$ cat src/rtl/conUartPkg.sv
package conUartPkg;
  localparam int DATA_W     = 8;
  localparam int FIFO_DEPTH = 8;
  localparam int CNT_W      = $clog2(FIFO_DEPTH + 1);
  localparam int DIV_W      = 16;
  localparam int BUS_W      = 32;
  localparam int ADDR_W     = 3;
  localparam int OVS        = 8;

  localparam logic [ADDR_W-1:0] A_DATA  = 3'd0;
  localparam logic [ADDR_W-1:0] A_DIVLO = 3'd1;
  localparam logic [ADDR_W-1:0] A_DIVHI = 3'd2;
  localparam logic [ADDR_W-1:0] A_CTRL  = 3'd3;
  localparam logic [ADDR_W-1:0] A_LEVEL = 3'd4;
  localparam logic [ADDR_W-1:0] A_STAT  = 3'd5;
  localparam logic [ADDR_W-1:0] A_IEN   = 3'd6;

  typedef struct packed {
    logic [DIV_W-1:0] divisor;
    logic             rxEn;
    logic             txEn;
    logic             sevenBit;
    logic             breakOn;
    logic             autoRts;
    logic             autoCts;
    logic             swRts;
    logic [CNT_W-1:0] rtsLevel;
  } cfg_t;

  typedef struct packed {
    logic              pushTx;
    logic              popRx;
    logic [DATA_W-1:0] txByte;
  } strb_t;

  typedef struct packed {
    cfg_t  cfg;
    strb_t strb;
  } ctlBus_t;

  typedef struct packed {
    logic [DATA_W-1:0] rxHead;
    logic [CNT_W-1:0]  rxCount;
    logic [CNT_W-1:0]  txCount;
    logic              rxEmpty;
    logic              rxFull;
    logic              txEmpty;
    logic              txFull;
    logic              txBusy;
    logic              ctsSync;
  } stat_t;
endpackage

$ cat src/rtl/conUartFifo.sv
module conUartFifo #(
  parameter int WIDTH = 8,
  parameter int DEPTH = 8,
  localparam int PTR_W = $clog2(DEPTH),
  localparam int CNT_W = $clog2(DEPTH + 1)
) (
  input  logic             clk,
  input  logic             rstN,
  input  logic             push,
  input  logic [WIDTH-1:0] din,
  input  logic             pop,
  output logic [WIDTH-1:0] head,
  output logic [CNT_W-1:0] count,
  output logic             empty,
  output logic             full
);
  logic [WIDTH-1:0] mem [DEPTH];
  logic [PTR_W-1:0] wrPtr, rdPtr;
  logic doPush, doPop;

  function automatic logic [PTR_W-1:0] bump(input logic [PTR_W-1:0] p);
    return (p == PTR_W'(DEPTH - 1)) ? '0 : p + 1'b1;
  endfunction

  assign empty  = (count == '0);
  assign full   = (count == CNT_W'(DEPTH));
  assign doPop  = pop && !empty;
  assign doPush = push && (!full || doPop);
  assign head   = mem[rdPtr];

  always_ff @(posedge clk) begin
    if (doPush) mem[wrPtr] <= din;
  end

  always_ff @(posedge clk or negedge rstN) begin
    if (!rstN) begin
      wrPtr <= '0;
      rdPtr <= '0;
      count <= '0;
    end else begin
      if (doPush) wrPtr <= bump(wrPtr);
      if (doPop)  rdPtr <= bump(rdPtr);
      if (doPush && !doPop)      count <= count + 1'b1;
      else if (doPop && !doPush) count <= count - 1'b1;
    end
  end

  // a push into a full queue without a pop changes neither fill nor head
  p_no_overflow_r7: assert property (@(posedge clk) disable iff (!rstN)
    (full && push && !pop) |=> (count == $past(count) && head == $past(head)));

  // a pop from an empty queue leaves it empty
  p_no_underflow_r7: assert property (@(posedge clk) disable iff (!rstN)
    (empty && pop && !push) |=> empty);
endmodule

$ cat src/rtl/conUartCtrl.sv
module conUartCtrl
  import conUartPkg::*;
(
  input  logic              clk,
  input  logic              rstN,
  input  logic              regWr,
  input  logic              regRd,
  input  logic [ADDR_W-1:0] regAddr,
  input  logic [BUS_W-1:0]  regWdata,
  output logic [BUS_W-1:0]  regRdata,
  input  stat_t             stat,
  output ctlBus_t           ctl,
  output logic              irqOut
);
  logic [DATA_W-1:0] divLo, divHi;
  logic [6:0]        ctrlQ;
  logic [CNT_W-1:0]  levelQ;
  logic [1:0]        ienQ;
  logic              unusedBits;

  assign unusedBits = ^regWdata[BUS_W-1:DATA_W];

  always_ff @(posedge clk or negedge rstN) begin
    if (!rstN) begin
      divLo  <= '0;
      divHi  <= '0;
      ctrlQ  <= '0;
      levelQ <= CNT_W'(FIFO_DEPTH);
      ienQ   <= '0;
    end else if (regWr) begin
      unique case (regAddr)
        A_DIVLO: divLo  <= regWdata[DATA_W-1:0];
        A_DIVHI: divHi  <= regWdata[DATA_W-1:0];
        A_CTRL:  ctrlQ  <= regWdata[6:0];
        A_LEVEL: levelQ <= regWdata[CNT_W-1:0];
        A_IEN:   ienQ   <= regWdata[1:0];
        default: ;
      endcase
    end
  end

  always_comb begin
    ctl.cfg.divisor  = {divHi, divLo};
    ctl.cfg.rxEn     = ctrlQ[0];
    ctl.cfg.txEn     = ctrlQ[1];
    ctl.cfg.sevenBit = ctrlQ[2];
    ctl.cfg.breakOn  = ctrlQ[3];
    ctl.cfg.autoRts  = ctrlQ[4];
    ctl.cfg.autoCts  = ctrlQ[5];
    ctl.cfg.swRts    = ctrlQ[6];
    ctl.cfg.rtsLevel = levelQ;
    ctl.strb.pushTx  = regWr && (regAddr == A_DATA);
    ctl.strb.txByte  = regWdata[DATA_W-1:0];
    ctl.strb.popRx   = regRd && (regAddr == A_DATA) && !stat.rxEmpty;
  end

  always_comb begin
    regRdata = '0;
    unique case (regAddr)
      A_DATA:  regRdata[DATA_W-1:0] = stat.rxEmpty ? '0 : stat.rxHead;
      A_DIVLO: regRdata[DATA_W-1:0] = divLo;
      A_DIVHI: regRdata[DATA_W-1:0] = divHi;
      A_CTRL:  regRdata[6:0]        = ctrlQ;
      A_LEVEL: regRdata[CNT_W-1:0]  = levelQ;
      A_IEN:   regRdata[1:0]        = ienQ;
      A_STAT: begin
        regRdata[0]          = !stat.rxEmpty;
        regRdata[1]          = !stat.txFull;
        regRdata[2]          = stat.txEmpty && !stat.txBusy;
        regRdata[3]          = stat.ctsSync;
        regRdata[4]          = stat.rxFull;
        regRdata[5]          = stat.txEmpty;
        regRdata[8 +: CNT_W]  = stat.rxCount;
        regRdata[12 +: CNT_W] = stat.txCount;
      end
      default: regRdata = '0;
    endcase
  end

  assign irqOut = (ienQ[0] && !stat.rxEmpty) || (ienQ[1] && stat.txEmpty);
endmodule

$ cat src/rtl/conUartDatapath.sv
module conUartDatapath
  import conUartPkg::*;
(
  input  logic    clk,
  input  logic    rstN,
  input  ctlBus_t ctl,
  input  logic    rxIn,
  input  logic    ctsIn,
  output logic    txOut,
  output logic    rtsOut,
  output stat_t   stat
);
  localparam int TICK_W = $clog2(OVS);
  localparam int HALF   = OVS / 2;
  localparam int BIT_W  = $clog2(DATA_W);
  localparam int LEFT_W = $clog2(DATA_W + 3);
  localparam int FRM_W  = DATA_W + 2;

  typedef enum logic [1:0] {RX_IDLE, RX_START, RX_DATA, RX_GAP} rxState_t;
  typedef enum logic {TX_IDLE, TX_SEND} txState_t;

  // two-flop input synchronizers
  logic rxMeta, rxSync, ctsMeta, ctsSync;
  always_ff @(posedge clk or negedge rstN) begin
    if (!rstN) begin
      rxMeta <= 1'b1; rxSync <= 1'b1;
      ctsMeta <= 1'b0; ctsSync <= 1'b0;
    end else begin
      rxMeta <= rxIn;   rxSync <= rxMeta;
      ctsMeta <= ctsIn; ctsSync <= ctsMeta;
    end
  end

  // oversample tick generator
  logic [DIV_W-1:0] divCnt;
  logic tick;
  assign tick = (divCnt >= ctl.cfg.divisor);
  always_ff @(posedge clk or negedge rstN) begin
    if (!rstN)     divCnt <= '0;
    else if (tick) divCnt <= '0;
    else           divCnt <= divCnt + 1'b1;
  end

  // receive FSM
  rxState_t rxState;
  logic [TICK_W-1:0] rxTick;
  logic [BIT_W-1:0]  rxBit, lastBit;
  logic [DATA_W-2:0] rxShift;
  logic [DATA_W-1:0] rxShiftNext, rxPushData;
  logic rxPush, rxEmpty, rxFull;
  logic [CNT_W-1:0] rxCount;
  logic [DATA_W-1:0] rxHead;

  assign lastBit     = ctl.cfg.sevenBit ? BIT_W'(DATA_W - 2) : BIT_W'(DATA_W - 1);
  assign rxShiftNext = {rxSync, rxShift};
  assign rxPushData  = ctl.cfg.sevenBit ? {1'b0, rxShiftNext[DATA_W-1:1]} : rxShiftNext;
  assign rxPush      = tick && (rxState == RX_DATA) && (rxTick == TICK_W'(OVS - 1))
                       && (rxBit == lastBit);

  always_ff @(posedge clk or negedge rstN) begin
    if (!rstN) begin
      rxState <= RX_IDLE;
      rxTick  <= '0;
      rxBit   <= '0;
      rxShift <= '0;
    end else if (tick) begin
      unique case (rxState)
        RX_IDLE: if (ctl.cfg.rxEn && !rxSync) begin
          rxState <= RX_START;
          rxTick  <= '0;
        end
        RX_START: if (rxTick == TICK_W'(HALF - 1)) begin
          rxState <= rxSync ? RX_IDLE : RX_DATA;
          rxTick  <= '0;
          rxBit   <= '0;
        end else rxTick <= rxTick + 1'b1;
        RX_DATA: begin
          rxTick <= rxTick + 1'b1;
          if (rxTick == TICK_W'(OVS - 1)) begin
            rxShift <= rxShiftNext[DATA_W-1:1];
            if (rxBit == lastBit) begin
              rxState <= RX_GAP;
              rxTick  <= '0;
            end else rxBit <= rxBit + 1'b1;
          end
        end
        RX_GAP: if (rxTick == TICK_W'(HALF - 1)) begin
          rxState <= RX_IDLE;
          rxTick  <= '0;
        end else rxTick <= rxTick + 1'b1;
        default: rxState <= RX_IDLE;
      endcase
    end
  end

  conUartFifo #(.WIDTH(DATA_W), .DEPTH(FIFO_DEPTH)) uRxFifo (
    .clk(clk), .rstN(rstN), .push(rxPush), .din(rxPushData), .pop(ctl.strb.popRx),
    .head(rxHead), .count(rxCount), .empty(rxEmpty), .full(rxFull));

  // transmit FSM
  txState_t txState;
  logic [TICK_W-1:0] txTick;
  logic [LEFT_W-1:0] txLeft;
  logic [FRM_W-1:0]  txShift;
  logic [DATA_W-1:0] txHead;
  logic [CNT_W-1:0]  txCount;
  logic txEmpty, txFull, txStart;

  assign txStart = tick && (txState == TX_IDLE) && ctl.cfg.txEn && !txEmpty
                   && (!ctl.cfg.autoCts || ctsSync);

  conUartFifo #(.WIDTH(DATA_W), .DEPTH(FIFO_DEPTH)) uTxFifo (
    .clk(clk), .rstN(rstN), .push(ctl.strb.pushTx), .din(ctl.strb.txByte), .pop(txStart),
    .head(txHead), .count(txCount), .empty(txEmpty), .full(txFull));

  always_ff @(posedge clk or negedge rstN) begin
    if (!rstN) begin
      txState <= TX_IDLE;
      txTick  <= '0;
      txLeft  <= '0;
      txShift <= '1;
    end else if (txStart) begin
      txState <= TX_SEND;
      txTick  <= '0;
      if (ctl.cfg.sevenBit) begin
        txShift <= {2'b11, txHead[DATA_W-2:0], 1'b0};
        txLeft  <= LEFT_W'(FRM_W - 1);
      end else begin
        txShift <= {1'b1, txHead, 1'b0};
        txLeft  <= LEFT_W'(FRM_W);
      end
    end else if (tick && txState == TX_SEND) begin
      txTick <= txTick + 1'b1;
      if (txTick == TICK_W'(OVS - 1)) begin
        txShift <= {1'b1, txShift[FRM_W-1:1]};
        txLeft  <= txLeft - 1'b1;
        if (txLeft == LEFT_W'(1)) txState <= TX_IDLE;
      end
    end
  end

  always_ff @(posedge clk or negedge rstN) begin
    if (!rstN)                txOut <= 1'b1;
    else if (ctl.cfg.breakOn) txOut <= 1'b0;
    else                      txOut <= (txState == TX_SEND) ? txShift[0] : 1'b1;
  end

  assign rtsOut = ctl.cfg.autoRts ? (rxCount < ctl.cfg.rtsLevel) : ctl.cfg.swRts;

  always_comb begin
    stat.rxHead  = rxHead;
    stat.rxCount = rxCount;
    stat.txCount = txCount;
    stat.rxEmpty = rxEmpty;
    stat.rxFull  = rxFull;
    stat.txEmpty = txEmpty;
    stat.txFull  = txFull;
    stat.txBusy  = (txState == TX_SEND);
    stat.ctsSync = ctsSync;
  end

  // an idle transmitter stays idle while automatic CTS blocks it
  p_cts_hold_r9: assert property (@(posedge clk) disable iff (!rstN)
    (txState == TX_IDLE && ctl.cfg.autoCts && !ctsSync) |=> (txState == TX_IDLE));

  // break forces the line low on the following cycle
  p_break_low_r10: assert property (@(posedge clk) disable iff (!rstN)
    $past(ctl.cfg.breakOn) |-> !txOut);

  // the receiver returns to hunting right after its half-bit gap
  p_gap_to_idle_r5: assert property (@(posedge clk) disable iff (!rstN)
    (tick && rxState == RX_GAP && rxTick == TICK_W'(HALF - 1)) |=> (rxState == RX_IDLE));

  // a start that is high at its confirmation point is abandoned
  p_false_start_r6: assert property (@(posedge clk) disable iff (!rstN)
    (tick && rxState == RX_START && rxTick == TICK_W'(HALF - 1) && rxSync)
      |=> (rxState == RX_IDLE));
endmodule

$ cat src/rtl/conUart.sv
module conUart
  import conUartPkg::*;
(
  input  logic              clk,
  input  logic              rstN,
  input  logic              regWr,
  input  logic              regRd,
  input  logic [ADDR_W-1:0] regAddr,
  input  logic [BUS_W-1:0]  regWdata,
  output logic [BUS_W-1:0]  regRdata,
  input  logic              rxIn,
  input  logic              ctsIn,
  output logic              txOut,
  output logic              rtsOut,
  output logic              irqOut
);
  ctlBus_t ctl;
  stat_t   stat;

  conUartCtrl uCtrl (
    .clk(clk), .rstN(rstN), .regWr(regWr), .regRd(regRd), .regAddr(regAddr),
    .regWdata(regWdata), .regRdata(regRdata), .stat(stat), .ctl(ctl), .irqOut(irqOut));

  conUartDatapath uDp (
    .clk(clk), .rstN(rstN), .ctl(ctl), .rxIn(rxIn), .ctsIn(ctsIn),
    .txOut(txOut), .rtsOut(rtsOut), .stat(stat));
endmodule

$ cat config.mk
export PLATFORM = sky130hd
export DESIGN_NAME = conUart
export DESIGN_NICKNAME = d
export VERILOG_FILES = /design/src/rtl/conUartPkg.sv /design/src/rtl/conUartFifo.sv /design/src/rtl/conUartCtrl.sv /design/src/rtl/conUartDatapath.sv /design/src/rtl/conUart.sv
export SDC_FILE = /design/constraint.sdc
export NUM_CORES = 1
export LEC_CHECK = 0
export ABC_AREA = 1
export BUFFER_PORTS_ARGS = -buffer_cell sky130_fd_sc_hd__buf_2
export CORE_MARGIN = 5
export CORE_UTILIZATION = 61
export DETAILED_ROUTE_END_ITERATION = 6
export GPL_ROUTABILITY_DRIVEN = 0
export PLACE_DENSITY = 0.84
export SLEW_MARGIN = 20
export SYNTH_ARGS = -nofsm -noshare
export SYNTH_HDL_FRONTEND = slang
export SYNTH_SLANG_ARGS = --single-unit
export TNS_END_PERCENT = 1
$ cat constraint.sdc
create_clock -name clk -period 3.7 [get_ports clk]
set_input_delay 0.74 -clock clk [delete_from_list [all_inputs] [get_ports clk]]
set_output_delay 0.74 -clock clk [all_outputs]
set_load 0.03 [all_outputs]
# After elaboration in Yosys (flattened, before gate mapping)
# Memories as Yosys holds them, arrays and structs flattened.
# Index checks and enable logic that the tools add are counted.
# word_totals
word_cells	184
ff_bits	103
latch_bits	0
in_bits	41
n_memories	2
output_inout_bits	35
mem_bits_ro	0
ram_bits	128
# mem_list
memory	depth	width	rd	rd_clocked_by_memory_dff	write_ports	line	source
uDp.uRxFifo.mem	8	8	1	0	1	conUartFifo.sv:17	logic [WIDTH-1:0] mem [DEPTH];
uDp.uTxFifo.mem	8	8	1	0	1	conUartFifo.sv:17	
# op_classes
n_mul	0
n_mux	55
order_cmp	2
n_reduce_logical	60
shifts	0
n_addsub	13
bitwise_logic	1
div	0
eq_ne	26
# op_table
cell	n
2-to-1 mux 3 bit	13
2-to-1 mux 10 bit	3
2-to-1 mux 4 bit	7
== test 3 bit (second input constant)	9
2-to-1 mux 8 bit	3
logical AND 1 bit	23
adder 3 x 1 -> 3 bit (second input constant)	7
adder 16 x 1 -> 16 bit (second input constant)	1
greater-or-equal comparator 16 bit	1
2-to-1 mux 16 bit	1
2-to-1 mux 2 bit	7
case mux 2 bit (7 select lines)	1
AND reduction 2 bit	7
2-to-1 mux 1 bit	12
case mux 2 bit (6 select lines)	1
nonzero test 2 bit	6
subtractor 4 x 1 -> 4 bit (second input constant)	3
logical NOT 1 bit	11
case mux 2 bit (5 select lines)	1
== test 3 x 2 -> 1 bit (second input constant)	3
2-to-1 mux 9 bit	1
case mux 3 bit (3 select lines)	1
adder 4 x 1 -> 4 bit (second input constant)	2
== test 4 bit (second input constant)	2
other kinds (21)	31

# Logic depth before layout (Yosys ltp)
# Gate-level depths: netlist of the first run.
# depth
word_depth	12
depth_mapped	26
ltp_nobuf	25

# Modules after synthesis
# From an unflattened synthesis of the first run, not the netlist that was laid out.
# unflattened
hier_cells	1352
hier_area_um2	11916.4
# modules_own_cells
mod	instances	seq_area_each_um2	area_per_inst_um2	cells_per_inst
conUartFifo at uDp.uTxFifo	1	2172.1	3452.1	370
conUartDatapath	1	1341.3	3340.7	417
conUartFifo at uDp.uRxFifo	1	2172.1	3285.7	305
conUartCtrl	1	726.9	1838.0	260

# Worst setup path before layout of the first run
# No wires, ideal clock.
# synth_timing
kind	register to register
startpoint	register uDp.divCnt[13]
endpoint	register uDp.uTxFifo.count[3]
setup_slack_ns	0.797
stages_incl_launch_ff	23
required_time_ns	3.575
period_less_slack_ns	2.903
arrival_time_ns	2.778
cell_sequence	dfrtp_1 ha_1 nand2_1 inv_1 o21ai_1 nand2_1 nor2_1 nand2_4 nand2_2 buf_6 nand2_4 nand2_4 inv_1 ha_1 inv_1 ha_1 nand2_1 nor2_1 a211oi_1 nand2_1 nand2_1 nor2_1 xor2_1
# synth_between
elab_chain_cells	11
# synth_rtl
item	line	source
start: declaration	conUartDatapath.sv:35	logic [DIV_W-1:0] divCnt;
start signal: assignment	conUartDatapath.sv:41	else divCnt <= divCnt + 1'b1;
greater-or-equal comparator 16 bit (*)	conUartDatapath.sv:37	assign tick = (divCnt >= ctl.cfg.divisor);
logical AND 1 bit (*) (3 in series)	conUartDatapath.sv:109	assign txStart = tick && (txState == TX_IDLE) && ctl.cfg.txEn && !txEmpty
logical AND 1 bit (*)	conUartDatapath.sv:110	&& (!ctl.cfg.autoCts || ctsSync);
logical AND 1 bit (*)	conUartFifo.sv:27	assign doPop = pop && !empty;
logical OR 1 bit (*)	conUartFifo.sv:28	assign doPush = push && (!full || doPop);
logical AND 1 bit (*)	conUartFifo.sv:28	
net uDp.uTxFifo.doPush	conUartFifo.sv:19	logic doPush, doPop;
logical NOT 1 bit	conUartFifo.sv:44	else if (doPop && !doPush) count <= count - 1'b1;
logical AND 1 bit	conUartFifo.sv:44	
nonzero test 2 bit (no line)	--	
end signal: assignment	conUartFifo.sv:43	if (doPush && !doPop) count <= count + 1'b1;
end signal: assignment	conUartFifo.sv:44	
end: declaration	conUartFifo.sv:13	output logic [CNT_W-1:0] count,
# The timed path passes the listed nets; every way through them passes the cells marked *.
# A chain may end at the register's enable or synchronous reset.

# Worst setup path in the final report of the first run
# layout_timing
startpoint	register uCtrl.divLo[6]
endpoint	register uDp.uTxFifo.count[3]
# layout_between
elab_chain_cells	11
# layout_rtl
item	line	source
start: declaration	conUartCtrl.sv:15	logic [DATA_W-1:0] divLo, divHi;
start signal: assignment	conUartCtrl.sv:32	A_DIVLO: divLo <= regWdata[DATA_W-1:0];
greater-or-equal comparator 16 bit (*)	conUartDatapath.sv:37	
logical AND 1 bit (*) (3 in series)	conUartDatapath.sv:109	
logical AND 1 bit (*)	conUartDatapath.sv:110	
logical AND 1 bit (*)	conUartFifo.sv:27	
logical OR 1 bit	conUartFifo.sv:28	
logical AND 1 bit	conUartFifo.sv:28	
logical NOT 1 bit	conUartFifo.sv:44	
logical AND 1 bit	conUartFifo.sv:44	
nonzero test 2 bit (no line)	--	
# Mark *: on every way between the ends. The rest lies on a longest branch, timed or not.

==> results of run 1 <==
## cells in the final DEF, fill, tap and decap left out, types with 6 or more instances in the layout
master     netlist  final
clkbuf_16        0     25
dfstp_2         13     13
a21oi_1         23     23
buf_2           13     34
o21ai_1          9      9
edfxtp_1       128    128
nor3_1           7      7
xor2_1           6      6
nand4_1          7      7
o22ai_1         22     22
clkinv_2         0      7
buf_4           19     20
dfrtp_1         89     88
ha_1            43     43
nand3_1         62     62
nand2_4         11     11
inv_1          109    109
o21ai_0        124    124
inv_2            6      6
nor2_1         144    144
o211ai_1        13     13
conb_1           1     16
nand2_1        217    217
xnor2_1          6      6
## per-layer routing
metal	track usage, %	up-vias
li1	-	3888
met1	32.1	3860
met2	35.4	395
met3	4.18	46
met4	7.74	0
met5	0	-
## worst reg2reg max path: stages, from the launching register on
cell,delay (ns)
dfrtp_1,0.38
inv_1,0.08
ha_1,0.29
nand2_1,0.08
inv_2,0.04
nand2_1,0.08
nor2_1,0.05
nor2_1,0.08
nand2_1,0.06
nand2_1,0.10
nand2_4,0.16
nand2_2,0.14
buf_4,0.34
ha_1,0.27
inv_1,0.10
ha_1,0.33
nand2_1,0.09
nor2_1,0.04
a211oi_1,0.25
nor2_1,0.09
nor2_1,0.14
xor2_1,0.17
## power by group through the flow
| stage | Combinational, µW | Sequential, µW | Clock [µW] |
|---|---|---|---|
| floorplan | 1630 | 3220 | 0 |
| global placement | 1940 | 3340 | 0 |
| detailed placement | 2050 | 3360 | 0 |
| CTS | 2080 | 3310 | 2390 |
| global route | 2390 | 3360 | 2490 |
| finish | 2090 | 3320 | 2360 |
## final cells by class
class,instances,area share (%)
antenna,1,0.0204
sequential,230,52.3
tap,229,2.34
multi-input combinational,753,32.7
clock inverter,15,1.05
clock buffer,28,5.28
timing repair buffer,55,2.78
inverter,116,3.55
## registers in the layout, summed over array words and instances, names as in the netlist, 2 cells and up, named ones only
| name | flops |
|---|---|
| uDp.uRxFifo.mem | 64 |
| uDp.uTxFifo.mem | 64 |
| uDp.divCnt | 16 |
| uDp.txShift | 9 |
| uCtrl.divHi | 8 |
| uCtrl.divLo | 8 |
| uCtrl.ctrlQ | 7 |
| uDp.rxShift | 7 |
| uCtrl.levelQ | 4 |
| uDp.txLeft | 4 |
| uDp.uRxFifo.count | 4 |
| uDp.uTxFifo.count | 4 |
| uDp.rxBit | 3 |
| uDp.rxTick | 3 |
| uDp.txTick | 3 |
| uDp.uRxFifo.rdPtr | 3 |
| uDp.uRxFifo.wrPtr | 3 |
| uDp.uTxFifo.rdPtr | 3 |
| uDp.uTxFifo.wrPtr | 3 |
| uCtrl.ienQ | 2 |
## per-stage QoR
| stage | hold WS, ns | utilization (%) |
|---|---|---|
| global placement | 0.336 | 63.9 |
| CTS | 0.273 | 68.2 |
| finish | 0.246 | 68.2 |
| detailed placement | 0.340 | 63.9 |
| floorplan | 0.331 | - |
| global route | 0.299 | 68.2 |
## worst paths after layout
check                                    start                    to  slack (ns)  cells after the start
max in group asynchronous                 rstN        uDp.txShift[4]        2.71                      2
worst min-delay path                      rstN         uDp.rxTick[2]        0.25                      1
worst max-delay path            uCtrl.divLo[6]  uDp.uTxFifo.count[3]        0.27                     21
min in group clk                          rxIn            uDp.rxMeta        0.31                      1
worst min register to register     uDp.ctsMeta           uDp.ctsSync        0.35                      0
worst max register to register  uCtrl.divLo[6]  uDp.uTxFifo.count[3]        0.27                     21
## cells by family after synthesis
group                      after synthesis  synth area share (%)
adders and majority gates               45                  5.19
xor gates and xnor gates                12                 0.944
and+or+nand+nor                        468                  18.6
other                                    1                0.0337
AOI/OAI and AO/OA                      208                  10.4
muxes                                    4                 0.360
buffers and inverters                  170                  6.92
DFF                                    230                  57.6
## repair_timing
action,in CTS,in global routing
gates resized for setup,0,1
setup endpoints to repair,0,1
hold buffers,0,0
==> flow_metrics.env, run 1 <==
export IMPL_status="completed"
export IMPL_crit_arrival_ns=3.87
export IMPL_finClkSkew_ns=0.0121
export IMPL_fin_setup_tns_ns=0
export IMPL_initial_core_util_pct=62.0
export IMPL_syn_inst=1138
export IMPL_area_growth_pct=10.1
export IMPL_maxCapViolCount=0
export IMPL_synth_area_leader_cell="edfxtp_1"
export IMPL_max_freq_mhz=292
export IMPL_p_leak_uw=0.00547
export IMPL_path_cells="inv_1 > ha_1 > nand2_1 > inv_2 > nand2_1 > nor2_1 > nor2_1 > nand2_1 > nand2_1 > nand2_4 > nand2_2 > buf_4 > ha_1 > inv_1 > ha_1 > nand2_1 > nor2_1 > a211oi_1 > nor2_1 > nor2_1 > xor2_1"
export IMPL_antenna_found_initial=1
export IMPL_ys_ff_latch=230
export IMPL_ios=76
export IMPL_synth_top_cells_by_count="nand2_1 (217), nor2_1 (144), edfxtp_1 (128), o21ai_0 (124), inv_1 (109)"
export IMPL_synth_edff_count=128
export IMPL_power_switching_uw=2700
export IMPL_cts_buffers=24
export IMPL_nFillCells=1291
export IMPL_p_int_uw=5080
export IMPL_p_per_area_nw_per_um2=634
export IMPL_worst_path_buf_inv=4
export IMPL_clkSinkCount=230
export IMPL_pre_cts_slack_ns=0.314
export IMPL_finalWorstSetupSlack_ns=0.270
export IMPL_yosysMostFrequentCell="nand2_1"
export IMPL_cts_buffer_depth=3
export IMPL_worst_ir_drop_vdd_mv=0.538
export IMPL_slew_viol_final=0
export IMPL_wl_met2_um=11400
export IMPL_clkPwrFrac_pct=30.4
export IMPL_grt_ovfl_total=0
export IMPL_grt_total_usage_pct=22.6
export IMPL_hold_class="in2async"
export IMPL_h_tree_depth=1
export IMPL_critPathLaunchType="flip-flop"
export IMPL_cp_max_fo=37
export IMPL_dieArea_um2=21000
export IMPL_io_buffer_count=35
export IMPL_finalCritPeriodShare_pct=92.7
export IMPL_cts_setup_buffers=0
export IMPL_met3WireLength_um=2330
export IMPL_wl_per_cell_um=17.0
export IMPL_yosys_warnings=0
export IMPL_critPathRequiredTime_ns=4.14
export IMPL_grt_pass1_wl_um=39400
export IMPL_multi_input_area_um2=4000
export IMPL_crit_family="simple AND/OR/NAND/NOR gates"
export IMPL_worst_slew_pin_slew_ns=1.06
export IMPL_dp_hpwl_um=16300
export IMPL_first_global_vias=7755
export IMPL_max_stage_delay_ns=0.38
export IMPL_netlist_area_leader_share_pct=34.5
export IMPL_clk_pin_slew_ns=0.06
export IMPL_grt_start_max_net_pins=53
export IMPL_row_count=49
export IMPL_rsz0062_at_grt="no"
export IMPL_hold_viol=0
export IMPL_fin_crit_ns=3.43
export IMPL_core_area_um2=18000
export IMPL_netlist_area_um2=11100
export IMPL_comb_power_share_pct=26.9
export IMPL_cp_end_kind="flip-flop"
export IMPL_synthDistinctLibCells=48
export IMPL_dieWidth_um=145
export IMPL_yosys_most_used_dff="edfxtp_1"
export IMPL_regArea_um2=6410
export IMPL_vias=8189
export IMPL_setup_viol=0
export IMPL_path_class="reg2reg"
export IMPL_clkLatencyLatePin_ns=0.52
export IMPL_ctsRootBufferMaster="clkbuf_16"
export IMPL_power_total_uw=7780
export IMPL_seqPwrFrac_pct=42.7
export IMPL_die_y_um=145
export IMPL_cts_tree="yes"
export IMPL_nets=1266
export IMPL_wirelength_um=24300
export IMPL_ys_seq_area_share_pct=57.6
export IMPL_syn_area_per_cell_um2=9.78
export IMPL_initialDrtViolationCount=819
export IMPL_vias_per_cell=5.74
export IMPL_postRouteAntennaNets=0
export IMPL_drcViolationCount=0
export IMPL_instances_no_fill=1427
export IMPL_top_layer="met4"
export IMPL_placed_cell_area_um2=11500
export IMPL_p_sw_share_pct=34.7
export IMPL_synthArstFlopShare_pct=44.3
export IMPL_dr_pass1_iters=5
export IMPL_cpMaxStageDelayCell="dfrtp_1"
export IMPL_slew_headroom_pct=28.8
export IMPL_drt_met1_wl_um=9970
export IMPL_dpl_cell_count=1383
export IMPL_synthTopCellsByArea="edfxtp_1 (35%), dfrtp_1 (20%), nand2_1 (7.3%)"
export IMPL_layout_drive_gt1_share_pct=11.9
export IMPL_design_area_um2=12300
(Power assumes the default switching activity.)
==> run 2: changes to the inputs <==
Settings changed: ABC_AREA 1 to not set, BUFFER_PORTS_ARGS -buffer_cell sky130_fd_sc_hd__buf_2 to -buffer_cell sky130_fd_sc_hd__clkbuf_2, CORE_UTILIZATION 61 to 60, CTS_BUF_LIST set to sky130_fd_sc_hd__clkbuf_4 sky130_fd_sc_hd__clkbuf_8 sky130_fd_sc_hd__clkbuf_16, PLACE_DENSITY 0.84 to 0.83.
==> flow_metrics.env, run 2 <==
export IMPL_reg2regPathDepth=16
export IMPL_row_count=49
export IMPL_critPathRequiredTime_ns=4.09
export IMPL_synthDistinctLibCells=57
export IMPL_cts_buffers=23
export IMPL_core_area_um2=17800
export IMPL_nets=924
export IMPL_yosys_warnings=0
export IMPL_p_int_uw=4720
export IMPL_r2r_start="uDp.divCnt[7]"
export IMPL_dr_pass1_iters=5
export IMPL_status="completed"
export IMPL_ios=76
export IMPL_drcViolationCount=0
export IMPL_yosysMostFrequentCell="edfxtp_1"
export IMPL_max_freq_mhz=287
export IMPL_regArea_um2=6410
export IMPL_synthArstFlopShare_pct=44.3
export IMPL_vias=6522
export IMPL_synth_area_leader_cell="edfxtp_1"
export IMPL_path_cells="ha_1 > a21oi_1 > o21ai_0 > a2111oi_2 > buf_4 > a21o_1 > a31o_4 > inv_1 > ha_1 > inv_1 > ha_1 > a21o_1 > a21oi_1 > xnor2_1 > nor2_1 > xor2_1"
export IMPL_fin_crit_ns=3.48
export IMPL_crit_arrival_ns=3.87
export IMPL_clkSinkCount=230
export IMPL_finalCritPeriodShare_pct=94.1
export IMPL_fin_setup_tns_ns=0
export IMPL_p_sw_share_pct=26.8
export IMPL_critPathLaunchType="flip-flop"
export IMPL_max_stage_delay_ns=0.44
export IMPL_final_common_cell="edfxtp_1"
export IMPL_finClkSkew_ns=0.0131
export IMPL_cp_max_fo=6
export IMPL_grt_total_usage_pct=22.1
export IMPL_diodes=0
export IMPL_cpMaxStageDelayCell="dfrtp_1"
export IMPL_initialDrtViolationCount=417
export IMPL_setup_viol=0
export IMPL_synth_top_cells_by_count="edfxtp_1 (128), dfrtp_1 (89), nand2_1 (60), mux2_2 (46)"
export IMPL_final_cell_mix="edfxtp_1 (128), dfrtp_1 (88), nand2_1 (60)"
export IMPL_grt_start_max_net_pins=54
export IMPL_ys_ff_latch=230
export IMPL_hold_buffers=0
export IMPL_p_per_area_nw_per_um2=539
export IMPL_h_tree_depth=1
export IMPL_netlist_area_leader_share_pct=35.8
export IMPL_dp_hpwl_um=15100
export IMPL_ys_seq_area_share_pct=59.8
export IMPL_wl_per_cell_um=20.2
export IMPL_slew_headroom_pct=40.7
export IMPL_cts_setup_buffers=0
export IMPL_syn_area_per_cell_um2=13.6
export IMPL_grt_pass1_wl_um=35800
export IMPL_finalWorstSetupSlack_ns=0.217
export IMPL_design_area_um2=12000
export IMPL_dieArea_um2=20700
export IMPL_clkLatencyLatePin_ns=0.51
export IMPL_hold_class="in2async"
export IMPL_dieWidth_um=144
export IMPL_wirelength_um=21900
export IMPL_holdWs_ns=0.271
export IMPL_yosys_most_used_dff="edfxtp_1"
export IMPL_worst_ir_drop_vdd_mv=0.517
export IMPL_worst_slew_pin_slew_ns=0.889
export IMPL_nFillCells=1175
export IMPL_synth_edff_count=128
export IMPL_pre_cts_slack_ns=0.271
export IMPL_vias_per_cell=6.02
export IMPL_slew_viol_final=0
export IMPL_rsz0062_at_grt="no"
export IMPL_maxCapViolCount=0
export IMPL_first_global_vias=6788
export IMPL_p_leak_uw=0.00490
export IMPL_clk_pin_slew_ns=0.06
export IMPL_cts_tree="yes"
export IMPL_seqPwrFrac_pct=48.9
export IMPL_path_class="reg2reg"
export IMPL_power_switching_uw=1730
export IMPL_multi_input_area_um2=3990
export IMPL_netlist_area_um2=10700
export IMPL_die_y_um=144
export IMPL_regToRegSetupSlack_ns=0.22
export IMPL_ctsRootBufferMaster="clkbuf_16"
export IMPL_dpl_cell_count=1042
export IMPL_antenna_found_initial=0
export IMPL_r2r_end="uDp.uTxFifo.count[3]"
export IMPL_initial_core_util_pct=60.4
export IMPL_grt_ovfl_total=0
export IMPL_crit_start="uDp.divCnt[7]"
export IMPL_postRouteAntennaNets=0
export IMPL_placed_cell_area_um2=11200
export IMPL_crit_top_cell="ha_1"
export IMPL_area_growth_pct=11.6
export IMPL_reg_top3="uDp.uRxFifo.mem x64, uDp.uTxFifo.mem x64, uDp.divCnt x16"
export IMPL_syn_inst=789
export IMPL_cp_end_kind="flip-flop"
export IMPL_instances_no_fill=1084
export IMPL_io_buffer_count=35
export IMPL_cts_buffer_depth=3
export IMPL_cts_resized=0
export IMPL_hold_viol=0
export IMPL_layout_drive_gt1_share_pct=23.7
export IMPL_clkPwrFrac_pct=36.3
export IMPL_comb_power_share_pct=14.8
export IMPL_synthTopCellsByArea="edfxtp_1 (36%), dfrtp_1 (21%), mux4_2 (6.7%)"
[run 2: cell types whose count changed after synthesis, moves of 32 or more]
cell	change
inv_1	-77
nor2_1	-101
mux2_2	+46
nand2_1	-157
mux4_2	+32
o21ai_0	-86
nand3_1	-48
[run 2: cell families after synthesis]
group / count (synthesis) / synth area share [%]
DFF: 230 / 59.8
and+or+nand+nor: 195 / 9.45
xor gates and xnor gates: 23 / 1.88
buffers and inverters: 86 / 3.74
adders and majority gates: 45 / 5.39
other: 1 / 0.0349
AOI/OAI and AO/OA: 117 / 6.86
muxes: 92 / 12.9
[run 2: area by class of cell]
| type | instances | area share, % |
|---|---|---|
| clock inverter | 17 | 1.42 |
| timing repair buffer | 63 | 3.34 |
| clock buffer | 25 | 4.98 |
| sequential | 230 | 53.6 |
| tap | 229 | 2.39 |
| multi-input combinational | 488 | 33.3 |
| inverter | 32 | 1.00 |
[run 2: routing by layer]
| metal | part of all wire, % | global-route usage [%] |
|---|---|---|
| met1 | 39 | 28.0 |
| met2 | 53 | 39.5 |
| met3 | 5.0 | 2.73 |
| met4 | 3.5 | 7.88 |
| met5 | 0 | 0 |
[run 2: how the worst max path moves through the flow]
stage | to | slack, ns | depth (start not counted)
6_report | uDp.uTxFifo.count[3] | 0.22 | 16
5_1_grt | uDp.uTxFifo.count[3] | 0.01 | 17
4_1_cts | regRdata[2] | 0.03 | 8
3_5_place_dp | uDp.uTxFifo.count[3] | 0.27 | 16
3_3_place_gp | uDp.uTxFifo.count[3] | 0.41 | 16
2_1_floorplan | uDp.uTxFifo.count[3] | 0.30 | 18
[run 2: critical path: cells and delay by family (launching register included)]
family / cells / cell delay [ns]
and+or+nand+nor: 1 / 0.06
xor gates and xnor gates: 2 / 0.28
DFF: 1 / 0.44
AOI/OAI and AO/OA: 7 / 1.39
buffers and inverters: 3 / 0.38
adders and majority gates: 3 / 0.81
[run 2: metrics by stage]
stage | util [%] | total power, µW
2_1_floorplan | - | 3830
3_3_place_gp | 62.9 | 4070
3_5_place_dp | 62.9 | 4130
4_1_cts | 67.3 | 6470
5_1_grt | 67.3 | 6730
6_report | 67.3 | 6450
[run 2: power by group through the flow]
stage	Sequential (µW)	Clock [µW]	Combinational, µW
finish	3150	2340	954
global route	3180	2490	1060
CTS	3140	2370	956
detailed placement	3190	0	936
global placement	3180	0	886
floorplan	3090	0	740
==> run 3: changes to the inputs <==
Settings changed: MAX_ROUTING_LAYER set to met4.
==> flow_metrics.env, run 3 (synthesis gave the netlist of run 2 again) <==
export IMPL_status="completed"
export IMPL_cts_buffer_depth=3
export IMPL_dr_pass1_iters=5
export IMPL_final_common_cell="edfxtp_1"
export IMPL_path_class="reg2reg"
export IMPL_max_freq_mhz=288
export IMPL_wl_per_cell_um=20.1
export IMPL_setup_viol=0
export IMPL_crit_top_cell="ha_1"
export IMPL_die_y_um=144
export IMPL_path_cells="ha_1 > a21oi_1 > o21ai_0 > a2111oi_2 > buf_4 > a21o_1 > a31o_4 > inv_1 > ha_1 > inv_1 > ha_1 > a21o_1 > a21oi_1 > xnor2_1 > nor2_1 > xor2_1"
export IMPL_cts_resized=0
export IMPL_row_count=49
export IMPL_cts_setup_buffers=0
export IMPL_dp_hpwl_um=15100
export IMPL_p_per_area_nw_per_um2=538
export IMPL_cp_max_fo=6
export IMPL_grt_ovfl_total=0
export IMPL_grt_total_usage_pct=22.8
export IMPL_io_buffer_count=35
export IMPL_fin_setup_tns_ns=0
export IMPL_grt_pass1_wl_um=35900
export IMPL_hold_buffers=0
export IMPL_drcViolationCount=0
export IMPL_design_area_um2=12000
export IMPL_vias_per_cell=6.03
export IMPL_slew_viol_final=0
export IMPL_placed_cell_area_um2=11200
export IMPL_clkLatencyLatePin_ns=0.51
export IMPL_ctsRootBufferMaster="clkbuf_16"
export IMPL_final_cell_mix="edfxtp_1 (128), dfrtp_1 (88), nand2_1 (60)"
export IMPL_clkSinkCount=230
export IMPL_critPathRequiredTime_ns=4.09
export IMPL_rsz0062_at_grt="no"
export IMPL_crit_family="compound AO/OA/AOI/OAI gates"
export IMPL_hold_class="in2async"
export IMPL_worst_ir_drop_vdd_mv=0.516
export IMPL_wirelength_um=21800
export IMPL_finalCritPeriodShare_pct=93.9
export IMPL_max_stage_delay_ns=0.44
export IMPL_worst_slew_pin_slew_ns=0.891
export IMPL_ios=76
export IMPL_initial_core_util_pct=60.4
export IMPL_nFillCells=1175
export IMPL_hold_viol=0
export IMPL_reg_top3="uDp.uRxFifo.mem x64, uDp.uTxFifo.mem x64, uDp.divCnt x16"
export IMPL_core_area_um2=17800
export IMPL_dieWidth_um=144
export IMPL_h_tree_depth=1
export IMPL_cts_tree="yes"
export IMPL_postRouteAntennaNets=0
export IMPL_dieArea_um2=20700
export IMPL_antenna_found_initial=0
export IMPL_nets=924
export IMPL_clk_pin_slew_ns=0.06
export IMPL_first_global_vias=6776
export IMPL_initialDrtViolationCount=374
export IMPL_p_leak_uw=0.00490
export IMPL_layout_drive_gt1_share_pct=23.7
export IMPL_finClkSkew_ns=0.0123
export IMPL_crit_arrival_ns=3.86
export IMPL_slew_headroom_pct=40.6
export IMPL_area_growth_pct=11.6
export IMPL_fin_crit_ns=3.48
export IMPL_cp_end_kind="flip-flop"
export IMPL_critPathLaunchType="flip-flop"
export IMPL_worst_path_buf_inv=3
export IMPL_cts_buffers=23
export IMPL_diodes=0
export IMPL_grt_start_max_net_pins=54
export IMPL_maxCapViolCount=0
export IMPL_vias=6532
export IMPL_cpMaxStageDelayCell="dfrtp_1"
run 3: final timing paths:
check	endpoint	cells past startpoint	startpoint	slack, ns
max in group asynchronous	uCtrl.levelQ[3]	2	rstN	2.67
worst max-delay path	uDp.uTxFifo.count[3]	16	uDp.divCnt[5]	0.22
min in group clk	uDp.rxMeta	1	rxIn	0.31
worst min register to register	uDp.ctsSync	0	uDp.ctsMeta	0.35
worst max register to register	uDp.uTxFifo.count[3]	16	uDp.divCnt[5]	0.22
worst min-delay path	uDp.uTxFifo.rdPtr[2]	1	rstN	0.27
run 3: layer usage:
| metal | GRT usage (%) | vias up | share of wire [%] |
|---|---|---|---|
| li1 | - | 3006 | - |
| met3 | 2.63 | 52 | 5.3 |
| met4 | 7.88 | 0 | 3.4 |
| met1 | 28.0 | 3267 | 39 |
| met2 | 39.5 | 207 | 53 |
| met5 | - | - | 0 |
run 3: metrics by stage:
| step | instances | total power (µW) | hold WS (ns) | utilization [%] | setup WS, ns |
|---|---|---|---|---|---|
| floorplan | 804 | 3830 | 0.331 | - | 0.297 |
| global placement | 1042 | 4070 | 0.336 | 62.9 | 0.409 |
| detailed placement | 1042 | 4130 | 0.339 | 62.9 | 0.271 |
| CTS | 1084 | 6470 | 0.299 | 67.3 | 0.0267 |
| global route | 1084 | 6730 | 0.308 | 67.3 | 0.0115 |
| finish | 1084 | 6450 | 0.266 | 67.3 | 0.224 |
run 3: report_power, final:
part	switching, µW	total (µW)	internal, µW
Clock	960	2340	1380
Combinational	531	954	423
Sequential	234	3150	2920
Total	1720	6450	4720
run 3: area by class of cell:
class	instances	area, µm²	share of cell area [%]
clock inverters	17	170	1.42
multi-input cells	488	3990	33.3
clock buffers	25	597	4.98
inverters	32	120	1.00
flip-flops and latches	230	6410	53.6
repair buffers	63	400	3.34
well taps	229	287	2.39
